**src/rtl/scratch_level_win.sv**
```systemverilog
module scratch_level_win #(
  parameter int DW       = 8,
  parameter int LW       = 7,
  parameter int AW       = 3,
  parameter logic [AW-1:0] MY_ADDR = 3'd7,
  parameter logic [DW-1:0] SCR_INIT = 8'hFF
) (
  input  logic          clk,
  input  logic          rst_n,
  input  logic          sleep,
  input  logic          swap_en,
  input  logic [AW-1:0] addr,
  input  logic          wr,
  input  logic          rd,
  input  logic [DW-1:0] wdata,
  input  logic [LW-1:0] rx_level,
  input  logic [LW-1:0] tx_level,
  output logic [DW-1:0] rdata,
  output logic          dir_pol
);
  localparam int MW = 4;

  logic [DW-1:0] scratch;
  logic [MW-1:0] mode;
  logic          phase_tx;
  logic          hit, wr_hit, rd_hit, alt_mode, sel_tx;
  logic [DW-1:0] rx_ext, tx_ext;

  assign hit      = (addr == MY_ADDR);
  assign wr_hit   = hit && wr;
  assign rd_hit   = hit && rd;
  assign alt_mode = (mode[1:0] == 2'b11);
  assign rx_ext   = {{(DW-LW){1'b0}}, rx_level};
  assign tx_ext   = {{(DW-LW){1'b0}}, tx_level};
  assign sel_tx   = mode[0] && (!mode[1] || phase_tx);
  assign rdata    = !swap_en ? scratch : (sel_tx ? tx_ext : rx_ext);
  assign dir_pol  = mode[3];

  always_ff @(posedge clk) begin
    if (!rst_n) scratch <= SCR_INIT;
    else if (wr_hit && !swap_en) scratch <= wdata;
  end

  always_ff @(posedge clk) begin
    if (!rst_n) mode <= '0;
    else if (wr_hit && swap_en) mode <= wdata[MW-1:0];
  end

  always_ff @(posedge clk) begin
    if (!rst_n) phase_tx <= 1'b0;
    else if (wr_hit && swap_en) phase_tx <= 1'b0;
    else if (rd_hit && swap_en && alt_mode) phase_tx <= !phase_tx;
  end

  assert_swap_write_keeps_scratch_R4: assert property (@(posedge clk) disable iff (!rst_n)
    (wr_hit && swap_en) |=> $stable(scratch));

  assert_sleep_keeps_scratch_R3: assert property (@(posedge clk) disable iff (!rst_n)
    (sleep && !wr_hit) |=> $stable(scratch));

  assert_mode_write_restarts_rx_R7: assert property (@(posedge clk) disable iff (!rst_n)
    (wr_hit && swap_en) |=> !phase_tx);

  assert_phase_only_on_hit_R8: assert property (@(posedge clk) disable iff (!rst_n)
    (!rd_hit && !wr_hit) |=> $stable(phase_tx));

  assert_alt_read_flips_R6: assert property (@(posedge clk) disable iff (!rst_n)
    (rd_hit && !wr_hit && swap_en && alt_mode) |=> (phase_tx != $past(phase_tx)));

  assert_level_zero_ext_R10: assert property (@(posedge clk) disable iff (!rst_n)
    swap_en |-> (rdata[DW-1:LW] == '0));
endmodule

```
**config.mk**
```make
export PLATFORM = sky130hd
export DESIGN_NAME = scratch_level_win
export DESIGN_NICKNAME = d
export VERILOG_FILES = /design/src/rtl/scratch_level_win.sv
export SDC_FILE = /design/constraint.sdc
export NUM_CORES = 1
export LEC_CHECK = 0
export ABC_AREA = 1
export BUFFER_PORTS_ARGS = -buffer_cell sky130_fd_sc_hd__buf_2
export CAP_MARGIN = 20
export CELL_PAD_IN_SITES_DETAIL_PLACEMENT = 1
export CELL_PAD_IN_SITES_GLOBAL_PLACEMENT = 2
export CORE_AREA = 3 3 63 65
export DETAILED_ROUTE_END_ITERATION = 12
export DIE_AREA = 0 0 66 68
export PLACE_DENSITY = 0.74
export SLEW_MARGIN = 5
export SYNTH_ARGS = -nofsm -noshare
export SYNTH_HDL_FRONTEND = slang
export SYNTH_SLANG_ARGS = --single-unit
```
**constraint.sdc**
```tcl
create_clock -name clk -period 2.65 [get_ports clk]
set_input_delay 0.3975 -clock clk [delete_from_list [all_inputs] [get_ports clk]]
set_output_delay 0.3975 -clock clk [all_outputs]
set_load 0.005 [all_outputs]
```
==> results of run 1 <==
report_power, final:
group          total (W)  internal (W)  leakage [nW]  switching [W]
logic          0.0000793     0.0000343         0.426      0.0000450
clock network   0.000151     0.0000836        0.0210      0.0000672
registers       0.000186      0.000184        0.0974     0.00000192
total           0.000416      0.000302         0.544       0.000114
area by class of cell:
| class | count | area (um2) |
|---|---|---|
| inverter | 14 | 52.6 |
| multi-input combinational | 88 | 409 |
| sequential | 12 | 240 |
| tap | 46 | 57.6 |
| fill | 472 | 2400 |
| clock buffer | 4 | 36.3 |
| timing repair buffer | 38 | 190 |
tightest hold or removal path, delay by kind of cell:
kind / cells / cell delay (ps)
buffers and inverters: 1 / 80
AND/OR/NAND/NOR: 2 / 150
layer usage:
metal	GRT usage	part of all wire	wire, um	vias up
met1	0.139	0.50	1150	371
met5	0	0	0	-
met4	0.0381	0.014	32	0
li1	-	-	-	455
met3	0.0164	0.074	171	2
met2	0.185	0.41	946	33
registers in the layout, indices dropped and copies added, names as in the netlist:
register and count:
scratch 8, mode 3, phase_tx 1
per-stage QoR:
step / util / total power, W
2_1_floorplan: - / 0.000232
3_3_place_gp: 0.280 / 0.000269
3_5_place_dp: 0.280 / 0.000271
4_1_cts: 0.291 / 0.000423
5_1_grt: 0.291 / 0.000442
6_report: 0.291 / 0.000416
worst min path at each step:
stage                            startpoint  slack, ps                      end
finish                             wdata[2]        380  scratch[2]$_SDFFE_PN1P_
global route                       wdata[5]        380  scratch[5]$_SDFFE_PN1P_
CTS                                wdata[2]        380  scratch[2]$_SDFFE_PN1P_
detailed placement  scratch[4]$_SDFFE_PN1P_        440  scratch[4]$_SDFFE_PN1P_
global placement    scratch[7]$_SDFFE_PN1P_        440  scratch[7]$_SDFFE_PN1P_
floorplan           scratch[7]$_SDFFE_PN1P_        430  scratch[7]$_SDFFE_PN1P_
kinds of logic (layout without fill, tap and decap cells):
kind of cell,count (synthesis),in the layout,share of synthesized area
buffers and inverters,20,56,0.126
and+or+nand+nor,80,80,0.481
DFF,12,12,0.323
AOI/OAI and AO/OA,8,8,0.0690
placed cells by master (no fill, tap or decap):
master,n
nand2_2,1
nand2_1,39
o21ai_1,4
nor2_1,17
nand4_1,12
nor2_4,1
buf_2,38
inv_2,5
o21ai_2,3
clkbuf_4,3
o21ai_0,1
clkbuf_8,1
nand3_1,9
dfxtp_1,12
nand3_2,1
inv_1,9
==> impl_metrics.env, run 1 <==
export IMPL_cts_buffers_inserted=3
export IMPL_path_depth=7
export IMPL_worstMarginPinSlew_ps=340
export IMPL_start_util=0.219
export IMPL_clk_latency_ps=280
export IMPL_fp_dieW_um=66
export IMPL_rows=21
export IMPL_syn_avg_cell_area_um2=6.19
export IMPL_dp_cells=198
export IMPL_synthArstFlopShare=0
export IMPL_cts_resized_gates=0
export IMPL_drive_gt1_frac=0.340
export IMPL_die_area_um2=4490
export IMPL_crit_chain="inv_1 > nand2_1 > nand2_2 > nand2_1 > nand2_1 > o21ai_1 > buf_2"
export IMPL_wl_um=2300
export IMPL_post_dp_cell_area_um2=950
export IMPL_r2r_slack_ps=1790
export IMPL_setup_viol=0
export IMPL_post_synth_top_count_cell="nand2_1"
export IMPL_place_hpwl_um=1750
export IMPL_core_region_area_um2=3390
export IMPL_grtUsageTotal=0.108
export IMPL_cp_num_buf_inv=2
export IMPL_drc=0
export IMPL_cts_root_buf="clkbuf_4"
export IMPL_num_io_pins=40
export IMPL_crit_fanout=14
export IMPL_postCtsSetupBuffers=0
export IMPL_cts_max_level=1
export IMPL_synth_cell_types=16
export IMPL_route_detailed_wl_per_inst_um=11.4
export IMPL_start_kind="register"
export IMPL_clk_pin_slew_ps=80
export IMPL_drtIter0Drc=28
export IMPL_synthCells=120
export IMPL_worst_setup_path_type="reg -> out"
export IMPL_grt_overflow=0
export IMPL_io_buffers=38
export IMPL_ys_seq_area_frac=0.323
export IMPL_worstPathRequired_ps=2250
export IMPL_cp_arrival_ps=1300
export IMPL_worst_slack_ps=952
export IMPL_dp_slack_ps=1050
export IMPL_synth_area_leader_cell="dfxtp_1"
export IMPL_firstDrtPassIters=4
export IMPL_stdcell_area_um2=986
export IMPL_nets=188
export IMPL_worst_r2r_endpoint="phase_tx$_SDFFE_PP0P_"
export IMPL_powerDensity_nw_per_um2=422
export IMPL_reg2reg_from="mode[0]$_SDFFE_PN0P_"
export IMPL_viasPerCell=4.26
export IMPL_synth_seq_cells=12
export IMPL_ctsHoldBuffers=0
export IMPL_antenna_found_initial=0
export IMPL_skew_ps=1.12
export IMPL_final_cells=202
export IMPL_min_period_ps=1700
export IMPL_irDropWorstVdd_v=0.000162
export IMPL_gp_congestion=0.640
export IMPL_rsz0062_at_grt="false"
export IMPL_hold_depth=3
export IMPL_grt_first_pass_wirelength_um=3760
export IMPL_synth_edff_count=0
export IMPL_max_freq_ghz=0.589
export IMPL_vias=861
export IMPL_period_share=0.641
export IMPL_cap_viol_max_count=0
export IMPL_syn_nets=151
export IMPL_yosysWarnings=0
export IMPL_cts_tree="yes"
export IMPL_worstSetupEndpointType="output pin"
export IMPL_grt_max_degree=19
export IMPL_p_leak_nw=0.544
export IMPL_hold_path_class="in -> reg"
export IMPL_final_setup_tns_ps=0
export IMPL_grt_pass1_vias=843
export IMPL_synth_common_cells="nand2_1 (39), nor2_1 (17), dfxtp_1 (12), nand4_1 (12)"
export IMPL_worstSetupEndpoint="rdata[0]"
export IMPL_cpMostUsedCell="nand2_1"
export IMPL_die_h_um=68
export IMPL_max_slew_margin_rel=0.773
export IMPL_reg2regPathDepth=6
export IMPL_cp_startpoint="phase_tx$_SDFFE_PP0P_"
export IMPL_areaGrowthSynthToFinish_pct=32.7
export IMPL_synthFlopType="dfxtp_1"
export IMPL_critical_path_max_stage_delay_ps=340
export IMPL_yosysTopAreaCellShare=0.323
export IMPL_whs_ps=380
export IMPL_crit_path_top_delay_cell="dfxtp_1"
export IMPL_clkSinkCount=12
export IMPL_report_final_slew_viol_count=0
export IMPL_synthesis_area_um2=743
export IMPL_detail_route_antenna_nets=0
export IMPL_num_antenna_cells=0
export IMPL_outcome="finished clean"
export IMPL_hold_viol_final=0
export IMPL_synthTopCellsByArea="dfxtp_1 (32%), nand2_1 (20%), nand4_1 (10%), nor2_1 (8.6%), nand3_1 (6.1%)"
export IMPL_path_delay_family="simple AND/OR/NAND/NOR gates"
export IMPL_cts_path_max_buffers=2
Note: power is estimated with default switching activity, not from simulation.
==> run 2: changes to the inputs <==
Settings changed: CORE_AREA 3 3 63 65 to 3 3 65 67, DIE_AREA 0 0 66 68 to 0 0 68 70, PLACE_DENSITY 0.74 to 0.7.
Clock period 2.65 ns to 1.7 ns, I/O delays scaled along.
==> run 2 against run 1 <==
Cell count increased by 0.99%. Setup slack got worse by 750 ps. Largest cell class unchanged. Power increased by 61%. Die area increased by 6.1%. Highest routed layer unchanged. Register-to-register slack got worse by 1100 ps.
==> impl_metrics.env, run 2 (synthesis results as in run 1) <==
export IMPL_outcome="finished clean"
export IMPL_areaGrowthSynthToFinish_pct=35.4
export IMPL_rsz0062_at_grt="false"
export IMPL_largest_reg_flops=8
export IMPL_report_final_slew_viol_count=0
export IMPL_max_slew_margin_rel=0.794
export IMPL_final_cells=204
export IMPL_hold_viol_final=0
export IMPL_firstDrtPassIters=4
export IMPL_whs_ps=285
export IMPL_drtIter0Drc=4
export IMPL_worstMarginPinSlew_ps=308
export IMPL_die_h_um=70
export IMPL_gp_congestion=0.692
export IMPL_nets=189
export IMPL_path_delay_family="simple AND/OR/NAND/NOR gates"
export IMPL_num_antenna_cells=0
export IMPL_grtUsageTotal=0.108
export IMPL_cap_viol_max_count=0
export IMPL_p_total_w=0.000668
export IMPL_vias=867
export IMPL_irDropWorstVdd_v=0.000336
export IMPL_dp_cells=201
export IMPL_die_area_um2=4760
export IMPL_period_share=0.883
export IMPL_hold_path_class="in -> reg"
export IMPL_viasPerCell=4.25
export IMPL_worst_setup_path_type="reg -> out"
export IMPL_drive_gt1_frac=0.340
export IMPL_start_util=0.201
export IMPL_clkSinkCount=12
export IMPL_clk_latency_ps=230
export IMPL_p_leak_nw=0.551
export IMPL_regMostFlops="scratch"
export IMPL_grt_max_degree=19
export IMPL_clk_pin_slew_ps=50
export IMPL_setup_viol=0
export IMPL_worstPathRequired_ps=1440
export IMPL_drc=0
export IMPL_cpMostUsedCell="nand2_1"
export IMPL_core_region_area_um2=3690
export IMPL_io_buffers=38
export IMPL_grt_overflow=0
export IMPL_cts_buffers_inserted=3
export IMPL_crit_chain="inv_1 > nand2_1 > nand2_4 > nand2_1 > nand2_1 > o21ai_1 > buf_2"
export IMPL_min_period_ps=1500
export IMPL_cts_root_buf="clkbuf_8"
export IMPL_cts_path_max_buffers=2
export IMPL_crit_fanout=14
export IMPL_nFillCells=499
export IMPL_rows=22
export IMPL_skew_ps=2.06
export IMPL_postCtsSetupBuffers=0
export IMPL_detail_route_antenna_nets=0
export IMPL_reg_top3="scratch x8, mode x3, phase_tx x1"
export IMPL_num_io_pins=40
export IMPL_cp_arrival_ps=1250
export IMPL_grt_pass1_vias=921
export IMPL_ctsHoldBuffers=0
export IMPL_crit_path_top_delay_cell="dfxtp_1"
export IMPL_start_kind="register"
export IMPL_final_common_cell="nand2_1"
export IMPL_route_detailed_wl_per_inst_um=11.5
export IMPL_critical_path_max_stage_delay_ps=340
export IMPL_cts_tree="yes"
export IMPL_grt_first_pass_wirelength_um=4030
export IMPL_final_cell_mix="nand2_1 (39), buf_2 (38), nor2_1 (17)"
export IMPL_stdcell_area_um2=1010
export IMPL_fp_dieW_um=68
export IMPL_final_setup_tns_ps=0
export IMPL_max_freq_ghz=0.666
export IMPL_worstSetupEndpointType="output pin"
export IMPL_antenna_found_initial=0
export IMPL_cts_max_level=1
export IMPL_wl_um=2340
export IMPL_place_hpwl_um=1830
export IMPL_cp_num_buf_inv=2
export IMPL_powerDensity_nw_per_um2=664
export IMPL_post_dp_cell_area_um2=960
-- run 2: area by class of cell --
cell class	instances	area [um2]	area share
well taps	48	60.1	0.0597
multi-input cells	88	414	0.412
clock buffers	3	41.3	0.0410
flip-flops and latches	12	240	0.239
inverters	14	52.6	0.0522
repair buffers	39	198	0.197
-- run 2: through the flow --
| step | setup slack (ps) | util |
|---|---|---|
| finish | 199 | 0.273 |
| global route | 56.4 | 0.273 |
| CTS | 126 | 0.271 |
| detailed placement | 373 | 0.260 |
| global placement | 393 | 0.260 |
| floorplan | 620 | - |
-- run 2: routing by layer --
| metal | vias up | share of wire | global-route usage |
|---|---|---|---|
| li1 | 455 | - | - |
| met1 | 382 | 0.46 | 0.129 |
| met2 | 28 | 0.47 | 0.178 |
| met3 | 2 | 0.061 | 0.0354 |
| met4 | 0 | 0.0073 | 0.0331 |
| met5 | - | 0 | 0 |
-- run 2: power breakdown --
part / switching, W / internal [W] / total (W)
sequential: 0.00000321 / 0.000288 / 0.000291
combinational: 0.0000706 / 0.0000549 / 0.000125
clock: 0.0000959 / 0.000155 / 0.000251
-- run 2: path summary, 6_finish.rpt --
| check | cells past startpoint | to | start | slack [ps] |
|---|---|---|---|---|
| max | 7 | rdata[1] | phase_tx$_SDFFE_PP0P_ | 200 |
| min | 3 | scratch[7]$_SDFFE_PN1P_ | wdata[7] | 280 |
| max reg2reg | 5 | phase_tx$_SDFFE_PP0P_ | mode[0]$_SDFFE_PN0P_ | 740 |
| min reg2reg | 2 | scratch[6]$_SDFFE_PN1P_ | scratch[6]$_SDFFE_PN1P_ | 460 |
-- run 2: repair_timing --
action | CTS | global route
gates resized for setup | 0 | 1
endpoints found under the setup margin | 0 | 1
endpoints found under the hold margin | 0 | 0
-- run 2: worst reg2reg max path: stages, from the launching register on --
cell and delay, ps:
dfxtp_1 400, nand2_1 80, nor2_1 150, nand3_1 90
nand2_1 80, nor2_1 40
==> run 3: changes to the inputs <==
Clock period 1.7 ns to 1.6 ns, I/O delays scaled along.
==> run 3 against run 2 <==
Critical path depth did not move. Power rose by 17%. Clock power rose by 35%. Cell count rose by 0.98%. Sequential share of layout area fell by 0.61 points. Via count rose by 3.8%. Die area did not move. Final area rose by 2.6%. Critical path type unchanged. Highest routed layer unchanged.
==> impl_metrics.env, run 3 (synthesis results as in run 1) <==
export IMPL_num_io_pins=40
export IMPL_clk_pin_slew_ps=60
export IMPL_report_final_slew_viol_count=0
export IMPL_antenna_found_initial=0
export IMPL_core_region_area_um2=3690
export IMPL_crit_fanout=7
export IMPL_irDropWorstVdd_v=0.000334
export IMPL_worst_r2r_endpoint="phase_tx$_SDFFE_PP0P_"
export IMPL_detail_route_antenna_nets=0
export IMPL_grt_max_degree=19
export IMPL_route_detailed_wl_per_inst_um=12.1
export IMPL_max_freq_ghz=0.662
export IMPL_ff_latch_area_um2=240
export IMPL_areaGrowthSynthToFinish_pct=38.9
export IMPL_clkSinkCount=12
export IMPL_firstDrtPassIters=3
export IMPL_dp_cells=201
export IMPL_vias=900
export IMPL_max_slew_margin_rel=0.798
export IMPL_worstMarginPinSlew_ps=303
export IMPL_die_area_um2=4760
export IMPL_drc=0
export IMPL_setup_viol=0
export IMPL_drive_gt1_frac=0.361
export IMPL_fp_dieW_um=68
export IMPL_reg2regPathDepth=6
export IMPL_worstSetupEndpointType="output pin"
export IMPL_rsz0062_at_grt="true"
export IMPL_internal_power_w=0.000582
export IMPL_final_cells=206
export IMPL_p_leak_nw=0.561
export IMPL_rows=22
export IMPL_skew_ps=0.543
export IMPL_critical_path_max_stage_delay_ps=340
export IMPL_gp_congestion=0.716
export IMPL_p_seq_frac=0.394
export IMPL_nFillCells=493
export IMPL_largest_reg_flops=8
export IMPL_wl_um=2490
export IMPL_p_sw_w=0.000202
export IMPL_final_setup_tns_ps=0
export IMPL_cts_path_max_buffers=2
export IMPL_grt_first_pass_wirelength_um=4040
export IMPL_crit_path_top_delay_cell="dfxtp_1"
export IMPL_grtUsageTotal=0.108
export IMPL_start_util=0.201
export IMPL_place_hpwl_um=1800
export IMPL_worstHoldStart="wdata[2]"
export IMPL_multi_input_area_um2=427
export IMPL_r2r_slack_ps=610
export IMPL_share_comb_of_total_power=0.174
export IMPL_cts_root_buf="clkbuf_8"
export IMPL_postCtsSetupBuffers=0
export IMPL_period_share=0.944
export IMPL_reg_top3="scratch x8, mode x3, phase_tx x1"
export IMPL_cap_viol_max_count=0
export IMPL_powerDensity_nw_per_um2=759
export IMPL_cp_num_buf_inv=2
export IMPL_clkPwrFrac=0.432
export IMPL_io_buffers=38
export IMPL_reg2reg_from="mode[0]$_SDFFE_PN0P_"
export IMPL_num_antenna_cells=0
export IMPL_min_period_ps=1510
export IMPL_cp_arrival_ps=1270
export IMPL_start_kind="register"
export IMPL_hold_viol_final=0
export IMPL_min_delay_worst_endpoint="scratch[2]$_SDFFE_PN1P_"
export IMPL_swShare=0.257
export IMPL_grt_pass1_vias=919
export IMPL_nets=190
export IMPL_worst_setup_path_type="reg -> out"
export IMPL_worstPathRequired_ps=1360
export IMPL_drtIter0Drc=7
export IMPL_outcome="finished clean"
export IMPL_regMostFlops="scratch"
export IMPL_path_delay_family="simple AND/OR/NAND/NOR gates"
export IMPL_grt_overflow=0
export IMPL_final_cell_mix="nand2_1 (38), buf_2 (38), nor2_1 (17)"
export IMPL_die_h_um=70
export IMPL_hold_depth=3
export IMPL_cts_tree="yes"
export IMPL_cts_max_level=1
export IMPL_clk_latency_ps=240
export IMPL_crit_chain="inv_1 > nand2_2 > nand2_2 > nand2_1 > nand2_1 > o21ai_2 > buf_2"
export IMPL_cts_buffers_inserted=3
export IMPL_viasPerCell=4.37
export IMPL_hold_path_class="in -> reg"
[run 3: timing repair]
item | 4_1_cts | 5_1_grt
endpoints found under the setup margin | 0 | 7
resized for setup | 0 | 3
hold endpoints to repair | 0 | 0
hold buffers | 0 | 0
[run 3: cell type report]
| class | count | area share |
|---|---|---|
| Sequential cell | 12 | 0.233 |
| Timing Repair Buffer | 39 | 0.192 |
| Tap cell | 48 | 0.0582 |
| Clock buffer | 4 | 0.0533 |
| Inverter | 14 | 0.0509 |
| Multi-Input combinational cell | 89 | 0.413 |
[run 3: routing by layer]
layer / share of wire / track usage / routed length (um) / up-vias
met5: 0 / 0 / 0 / -
met4: 0.018 / 0.0530 / 45 / 0
met3: 0.063 / 0.0145 / 157 / 5
met2: 0.47 / 0.168 / 1170 / 29
met1: 0.45 / 0.141 / 1120 / 406
li1: - / - / - / 460
[run 3: worst max path at each step]
stage | from | endpoint | slack [ps] | cells after the start
6_report | phase_tx$_SDFFE_PP0P_ | rdata[2] | 90 | 7
5_1_grt | phase_tx$_SDFFE_PP0P_ | rdata[2] | -30 | 7
4_1_cts | phase_tx$_SDFFE_PP0P_ | rdata[3] | 30 | 7
3_5_place_dp | swap_en | scratch[4]$_SDFFE_PN1P_ | 290 | 5
3_3_place_gp | swap_en | rdata[3] | 330 | 5
2_1_floorplan | phase_tx$_SDFFE_PP0P_ | rdata[2] | 540 | 7
[run 3: worst register-to-register path: stages, from the launching register on]
cell	delay, ps
dfxtp_1	460
nand2_1	90
nor2_1	130
nand2_1	70
nand2_1	50
nand2_1	50
nor2_1	80
[run 3: stage by stage]
step / worst slack, ps / hold WS, ps / total power (W) / utilization / cell area (um2)
2_1_floorplan: 535 / 361 / 0.000384 / - / 743
3_3_place_gp: 328 / 444 / 0.000446 / 0.260 / 960
3_5_place_dp: 293 / 449 / 0.000451 / 0.260 / 960
4_1_cts: 26.7 / 256 / 0.000791 / 0.275 / 1010
5_1_grt: -27.3 / 284 / 0.000825 / 0.280 / 1030
6_report: 89.3 / 254 / 0.000783 / 0.280 / 1030
[run 3: power groups by stage]
stage / combinational, W / clock, W / sequential (W)
4_1_cts: 0.000137 / 0.000346 / 0.000308
3_5_place_dp: 0.000136 / 0 / 0.000315
3_3_place_gp: 0.000132 / 0 / 0.000315
5_1_grt: 0.000157 / 0.000358 / 0.000310
2_1_floorplan: 0.0000696 / 0 / 0.000314
6_report: 0.000136 / 0.000338 / 0.000309
